<file path="src/rtl/bcs_pkg.sv">
// Shared definitions for the burst column sequencer.
// Assumes a 3-bit length code field in the mode settings.
package bcs_pkg;
    typedef enum logic [2:0] {
        LEN_ONE   = 3'd0,
        LEN_TWO   = 3'd1,
        LEN_FOUR  = 3'd2,
        LEN_EIGHT = 3'd3,
        LEN_PAGE  = 3'd7
    } len_code_e;
endpackage

</file>
<file path="src/rtl/bcs_mode_decode.sv">
// Turns the mode fields of a burst being started into a window mask,
// a page-mode flag and a wrap-order select.
// Assumes COL_W >= 3 so that an 8-beat window fits.
module bcs_mode_decode #(
    parameter int COL_W = 8
) (
    input  logic [2:0]       len_code,
    input  logic             interleave_req,
    input  logic             is_write,
    input  logic             single_write,
    output logic [COL_W-1:0] span_mask,
    output logic             page_mode,
    output logic             use_xor
);
    import bcs_pkg::*;

    // Decode the length code, then apply the single-beat write override.
    always_comb begin
        span_mask = '0;
        page_mode = 1'b0;
        case (len_code_e'(len_code))
            LEN_TWO:   span_mask = COL_W'(1);
            LEN_FOUR:  span_mask = COL_W'(3);
            LEN_EIGHT: span_mask = COL_W'(7);
            LEN_PAGE: begin
                span_mask = '1;
                page_mode = 1'b1;
            end
            default:   span_mask = '0;
        endcase
        if (is_write && single_write) begin
            span_mask = '0;
            page_mode = 1'b0;
        end
        use_xor = interleave_req && !page_mode;
    end
endmodule

</file>
<file path="src/rtl/bcs_col_gen.sv">
// Forms the column of beat number beat_idx from the base column.
// Bits inside span_mask follow the chosen order; bits above it are kept.
// Assumes span_mask is a contiguous run of ones from bit 0.
module bcs_col_gen #(
    parameter int COL_W = 8
) (
    input  logic [COL_W-1:0] base_col,
    input  logic [COL_W-1:0] beat_idx,
    input  logic [COL_W-1:0] span_mask,
    input  logic             use_xor,
    output logic [COL_W-1:0] col_out
);
    logic [COL_W-1:0] inner;

    // Candidate low bits under either wrap order.
    always_comb begin
        inner = use_xor ? (base_col ^ beat_idx) : (base_col + beat_idx);
    end

    // Per-bit choice between the stepped window and the fixed upper bits.
    for (genvar b = 0; b < COL_W; b++) begin : g_bit
        assign col_out[b] = span_mask[b] ? inner[b] : base_col[b];
    end
endmodule

</file>
<file path="src/rtl/bcs_burst_colseq.sv">
// Burst column sequencer top. Issues one column per clock for a burst.
// The first beat is combinational from start, later beats come from
// held state. A terminate or a fresh start ends a running burst at once.
// Assumes the mode fields are stable while start is high.
module bcs_burst_colseq #(
    parameter int COL_W = 8
) (
    input  logic             clk,
    input  logic             rst_n,
    input  logic             start,
    input  logic [COL_W-1:0] start_col,
    input  logic             is_write,
    input  logic [2:0]       len_code,
    input  logic             interleave,
    input  logic             single_write,
    input  logic             terminate,
    output logic [COL_W-1:0] col,
    output logic             beat_valid,
    output logic             last_beat
);
    logic             run_q;
    logic [COL_W-1:0] base_q;
    logic [COL_W-1:0] idx_q;
    logic [COL_W-1:0] mask_q;
    logic             page_q;
    logic             xor_q;

    logic [COL_W-1:0] dec_mask;
    logic             dec_page;
    logic             dec_xor;

    logic [COL_W-1:0] sel_base;
    logic [COL_W-1:0] sel_idx;
    logic [COL_W-1:0] sel_mask;
    logic             sel_page;
    logic             sel_xor;
    logic [COL_W-1:0] gen_col;
    logic             at_end;

    bcs_mode_decode #(.COL_W(COL_W)) i_decode (
        .len_code       (len_code),
        .interleave_req (interleave),
        .is_write       (is_write),
        .single_write   (single_write),
        .span_mask      (dec_mask),
        .page_mode      (dec_page),
        .use_xor        (dec_xor)
    );

    // Pick the live configuration: fresh decode on start, held otherwise.
    always_comb begin
        sel_base = start ? start_col : base_q;
        sel_idx  = start ? '0        : idx_q;
        sel_mask = start ? dec_mask  : mask_q;
        sel_page = start ? dec_page  : page_q;
        sel_xor  = start ? dec_xor   : xor_q;
    end

    bcs_col_gen #(.COL_W(COL_W)) i_colgen (
        .base_col  (sel_base),
        .beat_idx  (sel_idx),
        .span_mask (sel_mask),
        .use_xor   (sel_xor),
        .col_out   (gen_col)
    );

    // Output beat flags and column.
    always_comb begin
        at_end     = !sel_page && (sel_idx == sel_mask);
        beat_valid = start || (run_q && !terminate);
        last_beat  = beat_valid && at_end;
        col        = beat_valid ? gen_col : '0;
    end

    // Burst state: capture on start, step each beat, stop on end or terminate.
    always_ff @(posedge clk) begin
        if (!rst_n) begin
            run_q  <= 1'b0;
            base_q <= '0;
            idx_q  <= '0;
            mask_q <= '0;
            page_q <= 1'b0;
            xor_q  <= 1'b0;
        end else if (start) begin
            run_q  <= !at_end;
            base_q <= start_col;
            idx_q  <= COL_W'(1);
            mask_q <= dec_mask;
            page_q <= dec_page;
            xor_q  <= dec_xor;
        end else if (run_q) begin
            if (terminate || at_end) begin
                run_q <= 1'b0;
            end else begin
                idx_q <= idx_q + COL_W'(1);
            end
        end
    end

    // the start cycle presents the start column as a valid beat.
    a_r6_first_beat: assert property (@(posedge clk) disable iff (!rst_n)
        start |-> (beat_valid && col == start_col));

    // nothing is issued after a final beat unless a new burst starts.
    a_r7_idle_after_last: assert property (@(posedge clk) disable iff (!rst_n)
        last_beat |=> (start || !beat_valid));

    // a terminate without a start silences this and the following beats.
    a_r8_term_silent: assert property (@(posedge clk) disable iff (!rst_n)
        (terminate && !start) |-> !beat_valid);
    a_r8_term_stays: assert property (@(posedge clk) disable iff (!rst_n)
        (terminate && !start) |=> (start || !beat_valid));

    // a non-final beat is followed by another beat unless terminated.
    a_r9_continues: assert property (@(posedge clk) disable iff (!rst_n)
        (beat_valid && !last_beat) |=> (beat_valid || terminate));

    // a held page burst never flags a last beat.
    a_r5_page_no_last: assert property (@(posedge clk) disable iff (!rst_n)
        (run_q && page_q && !start) |-> !last_beat);

    // bits above the burst window stay equal to the start column.
    a_r3_upper_fixed: assert property (@(posedge clk) disable iff (!rst_n)
        (run_q && !start && !terminate) |-> ((col & ~mask_q) == (base_q & ~mask_q)));
endmodule

</file>
<file path="config.mk">
export PLATFORM = sky130hd
export DESIGN_NAME = bcs_burst_colseq
export DESIGN_NICKNAME = d
export VERILOG_FILES = /design/src/rtl/bcs_pkg.sv /design/src/rtl/bcs_mode_decode.sv /design/src/rtl/bcs_col_gen.sv /design/src/rtl/bcs_burst_colseq.sv
export SDC_FILE = /design/constraint.sdc
export NUM_CORES = 1
export LEC_CHECK = 0
export CAP_MARGIN = 5
export CORE_ASPECT_RATIO = 1.2
export CORE_UTILIZATION = 45
export DETAILED_ROUTE_END_ITERATION = 10
export GPL_ROUTABILITY_DRIVEN = 0
export PLACE_DENSITY = 0.69
export SLEW_MARGIN = 5
export SYNTH_ARGS = -nofsm -noshare
export SYNTH_HDL_FRONTEND = slang
export SYNTH_SLANG_ARGS = --single-unit
</file>
<file path="constraint.sdc">
create_clock -name clk -period 4 [get_ports clk]
set_clock_uncertainty 0.05 [all_clocks]
set_input_delay 0.8 -clock clk [delete_from_list [all_inputs] [get_ports clk]]
set_output_delay 0.8 -clock clk [all_outputs]
set_load 0.1 [all_outputs]
</file>
* Word-level counts from Yosys, hierarchy flattened
Cells that the tools add are included.
W data, S select, Z words.
** Word-level totals
- Input port bits :: 18
- Register bits after elaboration :: 27
- Word-level logic and storage cells :: 58
- Output and inout port bits :: 10
** Cells by class
- Muxes and demuxes :: 25
- Reduce and logical (&&, ||, !) cells :: 15
- Equal/unequal tests :: 6
- Add/subtract/negate cells :: 2
- Bitwise logic cells :: 3
** Operators with widths (count)
- $mux W8 :: 6
- $pmux W8 S4 :: 1
- $mux W1 :: 18
- $add A8 B1 Y8 const B :: 1
- $add A8 B8 Y8 :: 1
- $eq A8 B8 Y1 :: 1
- $xor A8 B8 Y8 :: 1
- $eq A3 B2 Y1 const B :: 2
- $logic_and A1 B1 Y1 :: 5
- $logic_not A1 Y1 :: 4
- $reduce_and A2 Y1 :: 2
- $eq A3 B1 Y1 const B :: 1
- $eq A3 B3 Y1 const B :: 1
- $logic_or A1 B1 Y1 :: 2
- $ne A2 B2 Y1 const B :: 1
- $not A1 Y1 :: 2
- $reduce_bool A2 Y1 :: 1
- $reduce_or A2 Y1 :: 1

* Depth between registers and ports, before layout
- Depth after elaboration :: 10
- Gate-level depth with buffers :: 11
- Mapped depth without buffers :: 9

* Cells and area by module
Synthesis repeated with hierarchy kept, for this count alone.
** Unflattened totals
- Cells, all modules :: 222
- Area, all modules :: 1924.3 um^2
** Modules (own cells, without submodules)
- bcs_burst_colseq :: cells each 147, times used 1, area an instance 1408.9 um^2, seq. area each 540.5 um^2
- bcs_col_gen :: cells each 61, times used 1, area an instance 416.6 um^2, seq. area each 0.0 um^2
- bcs_mode_decode :: cells each 14, times used 1, area an instance 98.8 um^2, seq. area each 0.0 um^2

* Least setup slack after synthesis
No wires, ideal clock.
- Kind :: input to output
- Start :: input port start
- End :: output port col[6]
- Arrival :: 4918 ps
- Slack :: -1768 ps
- Required time :: 3150 ps
- Path buffers :: 2
- Stages :: 11
- Path through :: buf_4 -> buf_2 -> mux2_2 -> ha_1 -> fa_1 -> a21o_1 -> a21oi_1 -> o21ai_0 -> nand2_1 -> xor2_1 -> a211oi_1
** On the way
- Longest elaborated chain between the ends :: 5
- Elaborated cells on any way between the ends :: 10
- Classes of those cells :: 1 x add/sub; 7 x mux; 1 x bitwise; 1 x reduce/logical
** RTL lines
- start: declaration :: line bcs_burst_colseq.sv:10 : input logic start,
- $mux W8
- via i_colgen.base_col[0] :: line bcs_col_gen.sv:7 : input logic [COL_W-1:0] base_col,
- $add A8 B8 Y8 :: line bcs_col_gen.sv:17 : inner = use_xor ? (base_col ^ beat_idx) : (base_col + beat_idx);
- $mux W8 :: line bcs_col_gen.sv:17
- $mux W1 :: line bcs_col_gen.sv:22 : assign col_out[b] = span_mask[b] ? inner[b] : base_col[b];
- $mux W8 :: line bcs_burst_colseq.sv:72 : col = beat_valid ? gen_col : '0;
- end: declaration :: line bcs_burst_colseq.sv:17 : output logic [COL_W-1:0] col,
The timed path passes the listed nets, and every way through them passes these cells.

* Final worst setup path
- Start :: input port start_col[4]
- End :: output port col[7]
** On the way
- Longest elaborated chain between the ends :: 5
** RTL lines
- start: declaration :: line bcs_burst_colseq.sv:11 : input logic [COL_W-1:0] start_col,
- $mux W8
- via i_colgen.base_col[4] :: line bcs_col_gen.sv:7
- $add A8 B8 Y8 :: line bcs_col_gen.sv:17
- $mux W8 :: line bcs_col_gen.sv:17
- $mux W1 :: line bcs_col_gen.sv:22
- $mux W8 :: line bcs_burst_colseq.sv:72
The timed path passes the listed nets, and every way through them passes these cells.

==> results by group <==
Critical path
  – CP Max Fanout: 3
  – Worst path bufs/invs: 2
  – Delay-heaviest family, CP: compound AO/OA/AOI/OAI gates
  – Startpoint types: primary input
  – Critical Path RT: roughly 3.2 ns
  – CP max stage cell: clkdlybuf4s50_1
  – CP arrival: ~3.1 ns
  – CP Capture Type: output pin
  – Worst-path cell chain: clkdlybuf4s50_1, mux2_2, ha_4, a21o_1, a31o_2, o21ai_2, mux2i_1, xnor2_1, o22ai_4, buf_12
  – Crit Path Category: in2out
  – Crit-path max cell delay: 0.41 ns

Die
  – Num rows: 24
  – Die area: 4273 um2
  – Die width: 59.84 um
  – Die Y: between 70 and 80 um
  – Core ar.: 3724 um2
  – Initial core utilization: 0.4852
  – I/O pin total: 28

Worst hold path
  – Hold Path Class: reg2reg

Power
  – Static Leak: 1.115 nW
  – Design Power: 0.7005 mW
  – VDD IR max: ~0.00013 V
  – Pwr dens: 275.1 nW/um2

Cells and area
  – Fin cells: between 300 and 400
  – Area Growth Syn to Fin: 40.93%
  – Share of cells above drive strength 1: 0.2564
  – Antenna cell count: 0
  – Final #Nets: 301

Synthesis
  – Count leader, synth: nor2_1
  – Synth area leader: dfxtp_1
  – Syn nets: 254
  – Yosys top cell area share: 0.2992
  – Flops & latches, synth: 27
  – Synth area leaders: dfxtp_1 30%, nor2_1 7.5%, ha_1 5.5%
  – Top cells by count, synth: 36 x nor2_1, 27 x dfxtp_1, 26 x nand2_1
  – Primary FF master, synth: dfxtp_1
  – EDFF count, synth: 0
  – Async set-reset flop share out of synthesis: 0
  – Synth warn: 0
  – Sequential share of the synthesized area: 0.2992
  – Syn Inst Count: 227
  – Syn_area_per_cell: 7.959 um2
  – Number of distinct library cells after synthesis: 41
  – Mapped Area: 1807 um2

STA
  – Crit share post-route: 0.9769
  – Fmax: between 200 and 300 MHz
  – Final Setup Violations: 0
  – Post-layout minimum cycle time: about 3.9 ns
  – Final hold violations: 0
  – Worst slew margin: 0.5677
  – Setup TNS: 0 ns
  – Final slew viol count: 0
  – Worst-Margin Slew: 0.6461 ns

Clock network
  – H-tree level count: 1
  – Longest Clk Path Bufs: 2
  – CTS buffer count: 3
  – TritonCTS clock tree: built
  – Reg clk slew, reported paths: 0.10 ns
  – Worst skew pair latency: 0.28 ns
  – Root Buffer: clkbuf_8
  – CTS Sinks: 27
  – Post-CTS Hold Fix Bufs: 0

Route
  – First-pass DRT Iterations: 4
  – Via/cell ratio: 5.246
  – Antenna Nets Post-Route: 0
  – First-iteration detailed-routing DRC count: 48
  – Final WL: approximately 4400 um
  – Vias: 1705
  – Remaining DRCs: 0
  – Avg WL per Cell: 13.51 um

Placed design
  – Port Buffer Count: 27
  – DP HPWL: 3452 um
  – DP Cell Count: 320

Global route
  – Number of global-route vias before repair: 1699
  – Global-route wire length before repair: 7438 um
  – Antenna violations before repair: 0
  – Global route overflow: 0
  – Total global-route track usage: 0.2265
  – Largest net degree at the start of global routing: 17

Status
  – Status: finished, final reports clean

Run
  – Max-Cap Viols: 0
[worst reg2reg max path: cells and delay by family (launching register included)]
| family | cells | cell delay (ns) |
|---|---|---|
| AO/OA/AOI/OAI | 5 | 0.87 |
| flip-flops | 1 | 0.47 |
| buffers and inverters | 1 | 0.25 |
| AND/OR/NAND/NOR | 1 | 0.09 |
[layout by cell type, fill, tap and decap left out, types with 4 or more instances in the layout]
master,count
clkdlybuf4s50_1,15
xnor2_1,8
buf_12,10
nor2_1,34
buf_4,22
and2_1,9
inv_1,8
nand2_1,26
a21oi_1,15
mux2i_1,6
mux2_2,5
o21ai_0,5
dfxtp_1,27
ha_1,6
a31o_2,4
nor2b_1,10
nand3_1,4
[state kept, by name, indices dropped and copies added, names as in the netlist]
register	count
base_q	8
idx_q	8
mask_q	8
page_q	1
run_q	1
xor_q	1
[layer usage]
layer | track usage | up-vias | share of wire
met2 | 0.4160 | 30 | 0.52
met3 | 0.02166 | 4 | 0.024
met1 | 0.2796 | 792 | 0.45
met5 | 0 | - | 0
li1 | - | 879 | -
met4 | 0.04651 | 0 | 0.0082
[stage by stage]
step	util	setup slack (ns)	area [um2]	hold WS, ns
4_1_cts	0.6757	0.02592	2516	0.4385
3_5_place_dp	0.6630	-0.2286	2469	0.4136
3_3_place_gp	0.6630	-0.2173	2469	0.4019
6_report	0.6838	0.09252	2546	0.4394
5_1_grt	0.6838	-0.003054	2546	0.4802
2_1_floorplan	-	-0.1531	1918	0.3953
[path summary, 6_finish.rpt]
check / startpoint / end / slack [ns] / cells after the start
setup / recovery: start_col[4] / col[7] / 0.09 / 10
hold / removal: page_q / page_q / 0.44 / 2
setup reg to reg: idx_q[0] / idx_q[3] / 2.16 / 7
hold reg to reg: page_q / page_q / 0.44 / 2
[where the power goes]
part	internal [mW]	leakage [nW]	switching, mW
Combinational	0.106	0.871	0.148
Sequential	0.279	0.220	0.00642
Clock	0.0716	0.0228	0.0899
Total	0.456	1.11	0.244
[timing repair]
| item | in CTS | in global routing |
|---|---|---|
| pin swaps | 2 | 9 |
| resized for setup | 2 | 9 |
| setup endpoints to repair | 5 | 4 |
| setup buffers | 0 | 1 |
[area by class of cell]
| type | instances | area, um2 |
|---|---|---|
| inverter | 8 | 30.03 |
| fill | 330 | 1177 |
| tap | 52 | 65.06 |
| clock buffer | 4 | 45.04 |
| timing repair buffer | 50 | 544.3 |
| sequential | 27 | 540.5 |
| multi-input combinational | 184 | 1321 |
[cell families (layout without fill, tap and decap cells)]
kind of cell / after synthesis / after routing / synth area share
muxes: 13 / 13 / 0.07618
AOI/OAI and AO/OA: 49 / 49 / 0.1960
adders and majority gates: 9 / 9 / 0.06648
buffers and inverters: 16 / 62 / 0.03878
DFF: 27 / 27 / 0.2992
and+or+nand+nor: 101 / 101 / 0.2652
xor gates and xnor gates: 12 / 12 / 0.05817
Power figures use the tool's default switching activity.
